**src/rtl/intArithPkg.sv**
```systemverilog
package intArithPkg;

  localparam int FUNC_W = 7;

  // Function codes; values are fixed by the instruction encoding.
  localparam logic [FUNC_W-1:0] FN_ADDL   = 7'h00;
  localparam logic [FUNC_W-1:0] FN_ADDLV  = 7'h40;
  localparam logic [FUNC_W-1:0] FN_S4ADDL = 7'h02;
  localparam logic [FUNC_W-1:0] FN_S8ADDL = 7'h12;
  localparam logic [FUNC_W-1:0] FN_ADDQ   = 7'h20;
  localparam logic [FUNC_W-1:0] FN_ADDQV  = 7'h60;
  localparam logic [FUNC_W-1:0] FN_S4ADDQ = 7'h22;
  localparam logic [FUNC_W-1:0] FN_S8ADDQ = 7'h32;
  localparam logic [FUNC_W-1:0] FN_SUBL   = 7'h09;
  localparam logic [FUNC_W-1:0] FN_SUBLV  = 7'h49;
  localparam logic [FUNC_W-1:0] FN_S4SUBL = 7'h0b;
  localparam logic [FUNC_W-1:0] FN_S8SUBL = 7'h1b;
  localparam logic [FUNC_W-1:0] FN_SUBQ   = 7'h29;
  localparam logic [FUNC_W-1:0] FN_SUBQV  = 7'h69;
  localparam logic [FUNC_W-1:0] FN_S4SUBQ = 7'h2b;
  localparam logic [FUNC_W-1:0] FN_S8SUBQ = 7'h3b;
  localparam logic [FUNC_W-1:0] FN_CMPEQ  = 7'h2d;
  localparam logic [FUNC_W-1:0] FN_CMPLE  = 7'h6d;
  localparam logic [FUNC_W-1:0] FN_CMPLT  = 7'h4d;
  localparam logic [FUNC_W-1:0] FN_CMPULE = 7'h3d;
  localparam logic [FUNC_W-1:0] FN_CMPULT = 7'h1d;
  localparam logic [FUNC_W-1:0] FN_BYTEGE = 7'h0f;

  typedef enum logic [1:0] {
    RES_NONE  = 2'd0,
    RES_ARITH = 2'd1,
    RES_CMP   = 2'd2,
    RES_LANE  = 2'd3
  } resSel_e;

  typedef enum logic [2:0] {
    CMP_EQ  = 3'd0,
    CMP_LES = 3'd1,
    CMP_LTS = 3'd2,
    CMP_LEU = 3'd3,
    CMP_LTU = 3'd4
  } cmpSel_e;

  // Strobes from decode to the datapath.
  typedef struct packed {
    logic    doSub;
    logic    isLong;
    logic [1:0] scaleSh;
    logic    trapEn;
    resSel_e resSel;
    cmpSel_e cmpSel;
    logic    illegal;
  } ctrlStrobes_t;

endpackage

```
**src/rtl/intArithCtrl.sv**
```systemverilog
module intArithCtrl
  import intArithPkg::*;
(
  input  logic [FUNC_W-1:0] funcCode,
  output ctrlStrobes_t      ctl
);

  always_comb begin
    ctl = '{doSub: 1'b0, isLong: 1'b0, scaleSh: 2'd0, trapEn: 1'b0,
            resSel: RES_ARITH, cmpSel: CMP_EQ, illegal: 1'b0};
    case (funcCode)
      FN_ADDL:   ctl.isLong = 1'b1;
      FN_ADDLV:  begin ctl.isLong = 1'b1; ctl.trapEn = 1'b1; end
      FN_S4ADDL: begin ctl.isLong = 1'b1; ctl.scaleSh = 2'd2; end
      FN_S8ADDL: begin ctl.isLong = 1'b1; ctl.scaleSh = 2'd3; end
      FN_ADDQ:   ;
      FN_ADDQV:  ctl.trapEn = 1'b1;
      FN_S4ADDQ: ctl.scaleSh = 2'd2;
      FN_S8ADDQ: ctl.scaleSh = 2'd3;
      FN_SUBL:   begin ctl.doSub = 1'b1; ctl.isLong = 1'b1; end
      FN_SUBLV:  begin ctl.doSub = 1'b1; ctl.isLong = 1'b1; ctl.trapEn = 1'b1; end
      FN_S4SUBL: begin ctl.doSub = 1'b1; ctl.isLong = 1'b1; ctl.scaleSh = 2'd2; end
      FN_S8SUBL: begin ctl.doSub = 1'b1; ctl.isLong = 1'b1; ctl.scaleSh = 2'd3; end
      FN_SUBQ:   ctl.doSub = 1'b1;
      FN_SUBQV:  begin ctl.doSub = 1'b1; ctl.trapEn = 1'b1; end
      FN_S4SUBQ: begin ctl.doSub = 1'b1; ctl.scaleSh = 2'd2; end
      FN_S8SUBQ: begin ctl.doSub = 1'b1; ctl.scaleSh = 2'd3; end
      FN_CMPEQ:  begin ctl.doSub = 1'b1; ctl.resSel = RES_CMP; ctl.cmpSel = CMP_EQ;  end
      FN_CMPLE:  begin ctl.doSub = 1'b1; ctl.resSel = RES_CMP; ctl.cmpSel = CMP_LES; end
      FN_CMPLT:  begin ctl.doSub = 1'b1; ctl.resSel = RES_CMP; ctl.cmpSel = CMP_LTS; end
      FN_CMPULE: begin ctl.doSub = 1'b1; ctl.resSel = RES_CMP; ctl.cmpSel = CMP_LEU; end
      FN_CMPULT: begin ctl.doSub = 1'b1; ctl.resSel = RES_CMP; ctl.cmpSel = CMP_LTU; end
      FN_BYTEGE: ctl.resSel = RES_LANE;
      default: begin
        ctl.resSel  = RES_NONE;
        ctl.illegal = 1'b1;
      end
    endcase
  end

endmodule

```
**src/rtl/intArithLaneCmp.sv**
```systemverilog
module intArithLaneCmp #(
  parameter int DATA_W = 64,
  parameter int LANE_W = 8,
  localparam int LANES = DATA_W / LANE_W
) (
  input  logic [DATA_W-1:0] laneA,
  input  logic [DATA_W-1:0] laneB,
  output logic [LANES-1:0]  geMask
);

  for (genvar i = 0; i < LANES; i++) begin : gLane
    assign geMask[i] = laneA[i*LANE_W +: LANE_W] >= laneB[i*LANE_W +: LANE_W];
  end

endmodule

```
**src/rtl/intArithDatapath.sv**
```systemverilog
module intArithDatapath
  import intArithPkg::*;
#(
  parameter int DATA_W = 64,
  parameter int LONG_W = 32,
  parameter int LANE_W = 8,
  localparam int LANES = DATA_W / LANE_W
) (
  input  ctrlStrobes_t      ctl,
  input  logic [DATA_W-1:0] opA,
  input  logic [DATA_W-1:0] opB,
  output logic [DATA_W-1:0] result,
  output logic              overflow
);

  logic [DATA_W-1:0] scaledA;
  logic [DATA_W-1:0] addendB;
  logic [DATA_W:0]   sumWide;
  logic [DATA_W-1:0] arithRes;
  logic              aSign, bSign, rSign, ovRaw;
  logic              isEq, ltU, ltS, cmpBit;
  logic [LANES-1:0]  laneMask;

  // One shared adder: subtract is A + ~B + 1, compares reuse the carry.
  always_comb begin
    scaledA = opA << ctl.scaleSh;
    addendB = ctl.doSub ? ~opB : opB;
    sumWide = {1'b0, scaledA} + {1'b0, addendB} + {{DATA_W{1'b0}}, ctl.doSub};
  end

  always_comb begin
    if (ctl.isLong) begin
      arithRes = {{(DATA_W-LONG_W){sumWide[LONG_W-1]}}, sumWide[LONG_W-1:0]};
      aSign = scaledA[LONG_W-1];
      bSign = opB[LONG_W-1];
      rSign = sumWide[LONG_W-1];
    end else begin
      arithRes = sumWide[DATA_W-1:0];
      aSign = scaledA[DATA_W-1];
      bSign = opB[DATA_W-1];
      rSign = sumWide[DATA_W-1];
    end
    ovRaw = ctl.doSub ? ((aSign != bSign) && (rSign != aSign))
                      : ((aSign == bSign) && (rSign != aSign));
  end

  always_comb begin
    isEq = (opA == opB);
    ltU  = ~sumWide[DATA_W];
    ltS  = (opA[DATA_W-1] != opB[DATA_W-1]) ? opA[DATA_W-1] : ltU;
    case (ctl.cmpSel)
      CMP_EQ:  cmpBit = isEq;
      CMP_LES: cmpBit = ltS | isEq;
      CMP_LTS: cmpBit = ltS;
      CMP_LEU: cmpBit = ltU | isEq;
      CMP_LTU: cmpBit = ltU;
      default: cmpBit = 1'b0;
    endcase
  end

  intArithLaneCmp #(.DATA_W(DATA_W), .LANE_W(LANE_W)) uLaneCmp (
    .laneA (opA),
    .laneB (opB),
    .geMask(laneMask)
  );

  always_comb begin
    case (ctl.resSel)
      RES_ARITH: result = arithRes;
      RES_CMP:   result = {{(DATA_W-1){1'b0}}, cmpBit};
      RES_LANE:  result = {{(DATA_W-LANES){1'b0}}, laneMask};
      default:   result = '0;
    endcase
    overflow = ctl.trapEn && (ctl.resSel == RES_ARITH) && ovRaw;
  end

endmodule

```
**src/rtl/intArithUnit.sv**
```systemverilog
module intArithUnit
  import intArithPkg::*;
#(
  parameter int DATA_W = 64,
  parameter int LONG_W = 32,
  parameter int LANE_W = 8
) (
  input  logic [DATA_W-1:0] opA,
  input  logic [DATA_W-1:0] opB,
  input  logic [FUNC_W-1:0] funcCode,
  output logic [DATA_W-1:0] result,
  output logic              overflow,
  output logic              illegalOp
);

  ctrlStrobes_t ctl;

  intArithCtrl uCtrl (
    .funcCode(funcCode),
    .ctl     (ctl)
  );

  intArithDatapath #(.DATA_W(DATA_W), .LONG_W(LONG_W), .LANE_W(LANE_W)) uPath (
    .ctl     (ctl),
    .opA     (opA),
    .opB     (opB),
    .result  (result),
    .overflow(overflow)
  );

  assign illegalOp = ctl.illegal;

endmodule

```
**config.mk**
```make
export PLATFORM = sky130hd
export DESIGN_NAME = intArithUnit
export DESIGN_NICKNAME = d
export VERILOG_FILES = /design/src/rtl/intArithPkg.sv /design/src/rtl/intArithCtrl.sv /design/src/rtl/intArithLaneCmp.sv /design/src/rtl/intArithDatapath.sv /design/src/rtl/intArithUnit.sv
export SDC_FILE = /design/constraint.sdc
export NUM_CORES = 1
export LEC_CHECK = 0
export ABC_AREA = 1
export BUFFER_PORTS_ARGS = -buffer_cell sky130_fd_sc_hd__buf_4
export CAP_MARGIN = 20
export CORE_MARGIN = 10
export CORE_UTILIZATION = 29
export DETAILED_ROUTE_END_ITERATION = 7
export SYNTH_ARGS = -nofsm -noshare
export SYNTH_HDL_FRONTEND = slang
export SYNTH_HIERARCHICAL = 1
export SYNTH_SLANG_ARGS = --single-unit
```
**constraint.sdc**
```tcl
create_clock -name vclk -period 13.95
set_input_delay 2.79 -clock vclk [all_inputs]
set_output_delay 2.79 -clock vclk [all_outputs]
set_load 0.1 [all_outputs]
```
; Yosys cells after proc, flatten, opt, wreduce, memory -nomap -nowiden
; Index checks and enable logic that the tools add are counted.
[totals]
regBits = 0
output_inout_bits = 66
wordCells = 78
[op_classes]
add_sub_neg = 2
order_cmp = 8
eq_ne = 33
shifts = 1
n_mux = 16
bitwise_logic = 4
n_reduce_logical = 14
[op_table]
columns = op, count
row1 = $pmux 64 s3, 1
row2 = $mux 64, 2
row3 = $add 64x64->65, 1
row4 = $add 65x1->65, 1
row5 = $eq 64x64->1, 1
row6 = $ge 8x8->1, 8
row7 = $not 64->64, 1
row8 = $shl 64x2->64, 1
row9 = $eq 7x6->1 const B, 8
row10 = $eq 7x7->1 const B, 6
row11 = $reduce_or 22->1, 1
row12 = $eq 7x4->1 const B, 3
row13 = $eq 7x5->1 const B, 3
row14 = $reduce_or 16->1, 1
row15 = $reduce_or 13->1, 1
row16 = $pmux 3 s4, 1
row17 = $reduce_or 4->1, 3
row18 = $mux 1, 9
row19 = $reduce_or 8->1, 1
row20 = $eq 7x2->1 const B, 1
row21 = $logic_not 7->1, 1
row22 = $eq 3x2->1 const B, 2
row23 = $pmux 2 s3, 1
row24 = $pmux 1 s5, 1
row25 = other kinds (12), 19

; Logic depth before layout (Yosys ltp)
[logic_depth]
depth_word = 11
ltp_mapped = 30
mapped_depth_nobuf = 29

; Modules after synthesis
; The synthesis kept the hierarchy.
[by_module_without_submodules]
columns = module, instances, cells_per_inst, area_per_inst_um2
row1 = intArithDatapath, 1, 1401, 7832.5
row2 = intArithLaneCmp, 1, 287, 1704.1
row3 = intArithCtrl, 1, 62, 282.8

; Worst setup path after synthesis
; Ideal clock, no wire load.
[synth_path]
path_kind = input-to-output
startpoint = input funcCode[2]
endpoint = output result[6]
t_arrival_ns = 7.679
required_ns = 11.160
slack_ns = 3.481
stages = 16
path_buffers = 3
cell_sequence = nor2_1 nand3_1 a21oi_1 clkbuf_1 buf_2 buf_1 o21ai_0 nor2_1 inv_1 fa_1 inv_1 nand2_1 o21ai_1 a21oi_1 xor2_1 o21ai_0
[synth_lines]
columns = element, line_no
row1 = start: declaration, intArithUnit.sv:10  ; input logic [FUNC_W-1:0] funcCode,
row2 = end: declaration, intArithUnit.sv:11  ; output logic [DATA_W-1:0] result,

==> reports/metrics.yaml <==
outcome:
  status: "complete, no violations"
grt:
  grt_pass1_vias: 12000
  grt_pass1_wl_um: 67400
  antenna_found_initial: 1
  grt_use_total_pct: 20.3
  overflow: 0
  grt_max_degree: 75
floorplanning:
  die_x_um: 204
  die_area_mm2: 0.0416
  initial_utilization_pct: 29.4
  num_rows: 67
  core_area_mm2: 0.0334
  die_h_um: 204
  ios: 201
cells_and_area:
  nFillCells: 3812
  design.seq.count: 0
  n_clock_buffer: 0
  num-nets-final: 2185
  drive_above_1_share_pct: 12.7
  utilization_pct: 35.3
  area_delta_synth_final_pct: 20.2
  ff_latch_area_um2: 0
cts:
  cts_resized: 0
  cts_hold_buf: 0
  post_cts_buffers: 0
job:
  drv_cap: 0
power:
  power_density_mw_per_mm2: 62.8
  power.leakage_uw: 0.00613
  peakVddDrop_uv: 31.1
placed_design:
  gp_congestion: 0.944
  hpwlAfterDp_um: 39000
  portBuffers: 201
synth:
  synth_common_cells: "nand2_1 (367), inv_1 (281), nor2_1 (201)"
  netlist_area_mm2: 0.00982
  syn_nets: 2013
  yosys.area.top_type: "ha_1"
  yosysUniqueCellTypes: 44
  synth_most_common_cell: "nand2_1"
  yosysTopAreaCellShare_pct: 16.2
  ys_warn_count: 6
  syn_inst: 1750
  avgSynthCellArea_um2: 5.61
  ys_seq_area_share_pct: 0
  synth_area_leaders: "ha_1 (16%), nand2_1 (14%), inv_1 (11%)"
timing:
  finalHoldViolCount: 0
  finalCritPeriodShare_pct: 81.1
  post-route-min-period_ns: 11.32
  tns_ns: 0
  slew_violations: 0
  timing.fmax_ghz: 0.0884
  rsz0062_at_grt: "false"
  tightest_slew_ns: 0.964
  finalSetupViolations: 0
  slew_headroom_pct: 35.6
detailed_routing:
  wl_met3_um: 2300
  drt-wirelength-per-cell_um: 18.7
  wl_met1_um: 18700
  drc_errors: 0
  avgViaCountPerCell: 5.06
  routed.top_layer: "met4"
  drt_iter0_drc: 799
  routed_wl_um: 44400
  dr_total_vias: 12000
  wl_met2_um: 22000
  detail_route.first_pass.iterations: 6
  ant_nets: 0
worst_hold_path:
  hp-class: "in2out"
critical_path:
  critPathRequiredTime_ns: 11.16
  cp_max_fo: 74
  critical_path_class: "in2out"
  cp-end-kind: "output pin"
  arrival_ns: 8.53
  startpoint_type: "input port"
[worst paths after layout]
check                       start          to  slack (ns)  depth (start not counted)
worst max-delay path  funcCode[2]  result[39]        2.63                         22
worst min-delay path  funcCode[1]    overflow        6.29                          9
[worst max-delay path, stage by stage]
cell and delay, ns:
buf_4 0.12, nor2_1 0.18, nand3_1 0.28, a21oi_4 0.22, buf_4 0.63, inv_2 0.50, o21ai_0 0.47, mux2i_1 0.15
ha_1 0.48, nand2_1 0.13, nor2_1 0.29, nand2_1 0.14, a21oi_1 0.15, nor2_1 0.06, nand2_2 0.15, nand2_2 0.08
nand2_4 0.09, xnor2_2 0.09, nand2_2 0.11, nand2_2 0.41, a21oi_1 0.55, buf_4 0.38
[metrics by stage]
stage / setup WS [ns] / hold slack, ns / area [um^2] / power (uW) / std cells
floorplan: 3.48 / 6.03 / 9820 / 499 / 1750
global placement: 2.66 / 6.30 / 11800 / 738 / 2368
detailed placement: 2.68 / 6.30 / 11800 / 737 / 2368
CTS: 2.67 / 6.30 / 11800 / 741 / 2368
global route: 2.13 / 6.37 / 11800 / 808 / 2368
finish: 2.63 / 6.29 / 11800 / 741 / 2369
[layer usage]
layer	vias up	global-route usage, %
met3	53	1.89
met1	5467	24.1
met2	379	37.8
met5	-	0
met4	0	5.98
li1	6090	-
[cell usage in the layout (no fill, tap or decap), types with 3 or more instances in the layout]
cell type	n
xor2_1	73
o211ai_1	4
buf_4	207
nand4_1	23
a31oi_1	22
nand2_1	367
a21oi_1	151
nor3_1	12
nor4_1	8
o21a_1	15
o2111ai_1	3
nor2_1	201
o21bai_1	19
nand2_2	10
nor2_2	5
a21o_1	28
mux2i_1	66
inv_2	6
o21ai_0	138
nand3_1	65
ha_1	127
inv_1	281
xnor2_1	61
a21boi_0	4
o21ai_1	3
[report_power, final]
group / internal, uW / switching [uW] / total [uW]
logic: 227 / 514 / 741
clock network: 0.0000162 / 0 / 0.0000162
registers: 0 / 0 / 0
total: 227 / 514 / 741
[kinds of logic after synthesis]
logic type	count (synthesis)	share of synthesized area, %
compound gates	398	22.8
simple gates	698	29.3
fa+ha+maj	128	16.4
xor+xnor	135	12.1
mux	66	6.73
buf+inv	325	12.7
[layout make-up]
cell class / count / area [um^2] / area share, %
repair buffers: 207 / 1550 / 13.2
multi-input cells: 1425 / 8600 / 72.9
well taps: 448 / 561 / 4.75
diodes: 1 / 2.50 / 0.0212
inverters: 288 / 1090 / 9.20
Power figures use the tool's default switching activity.
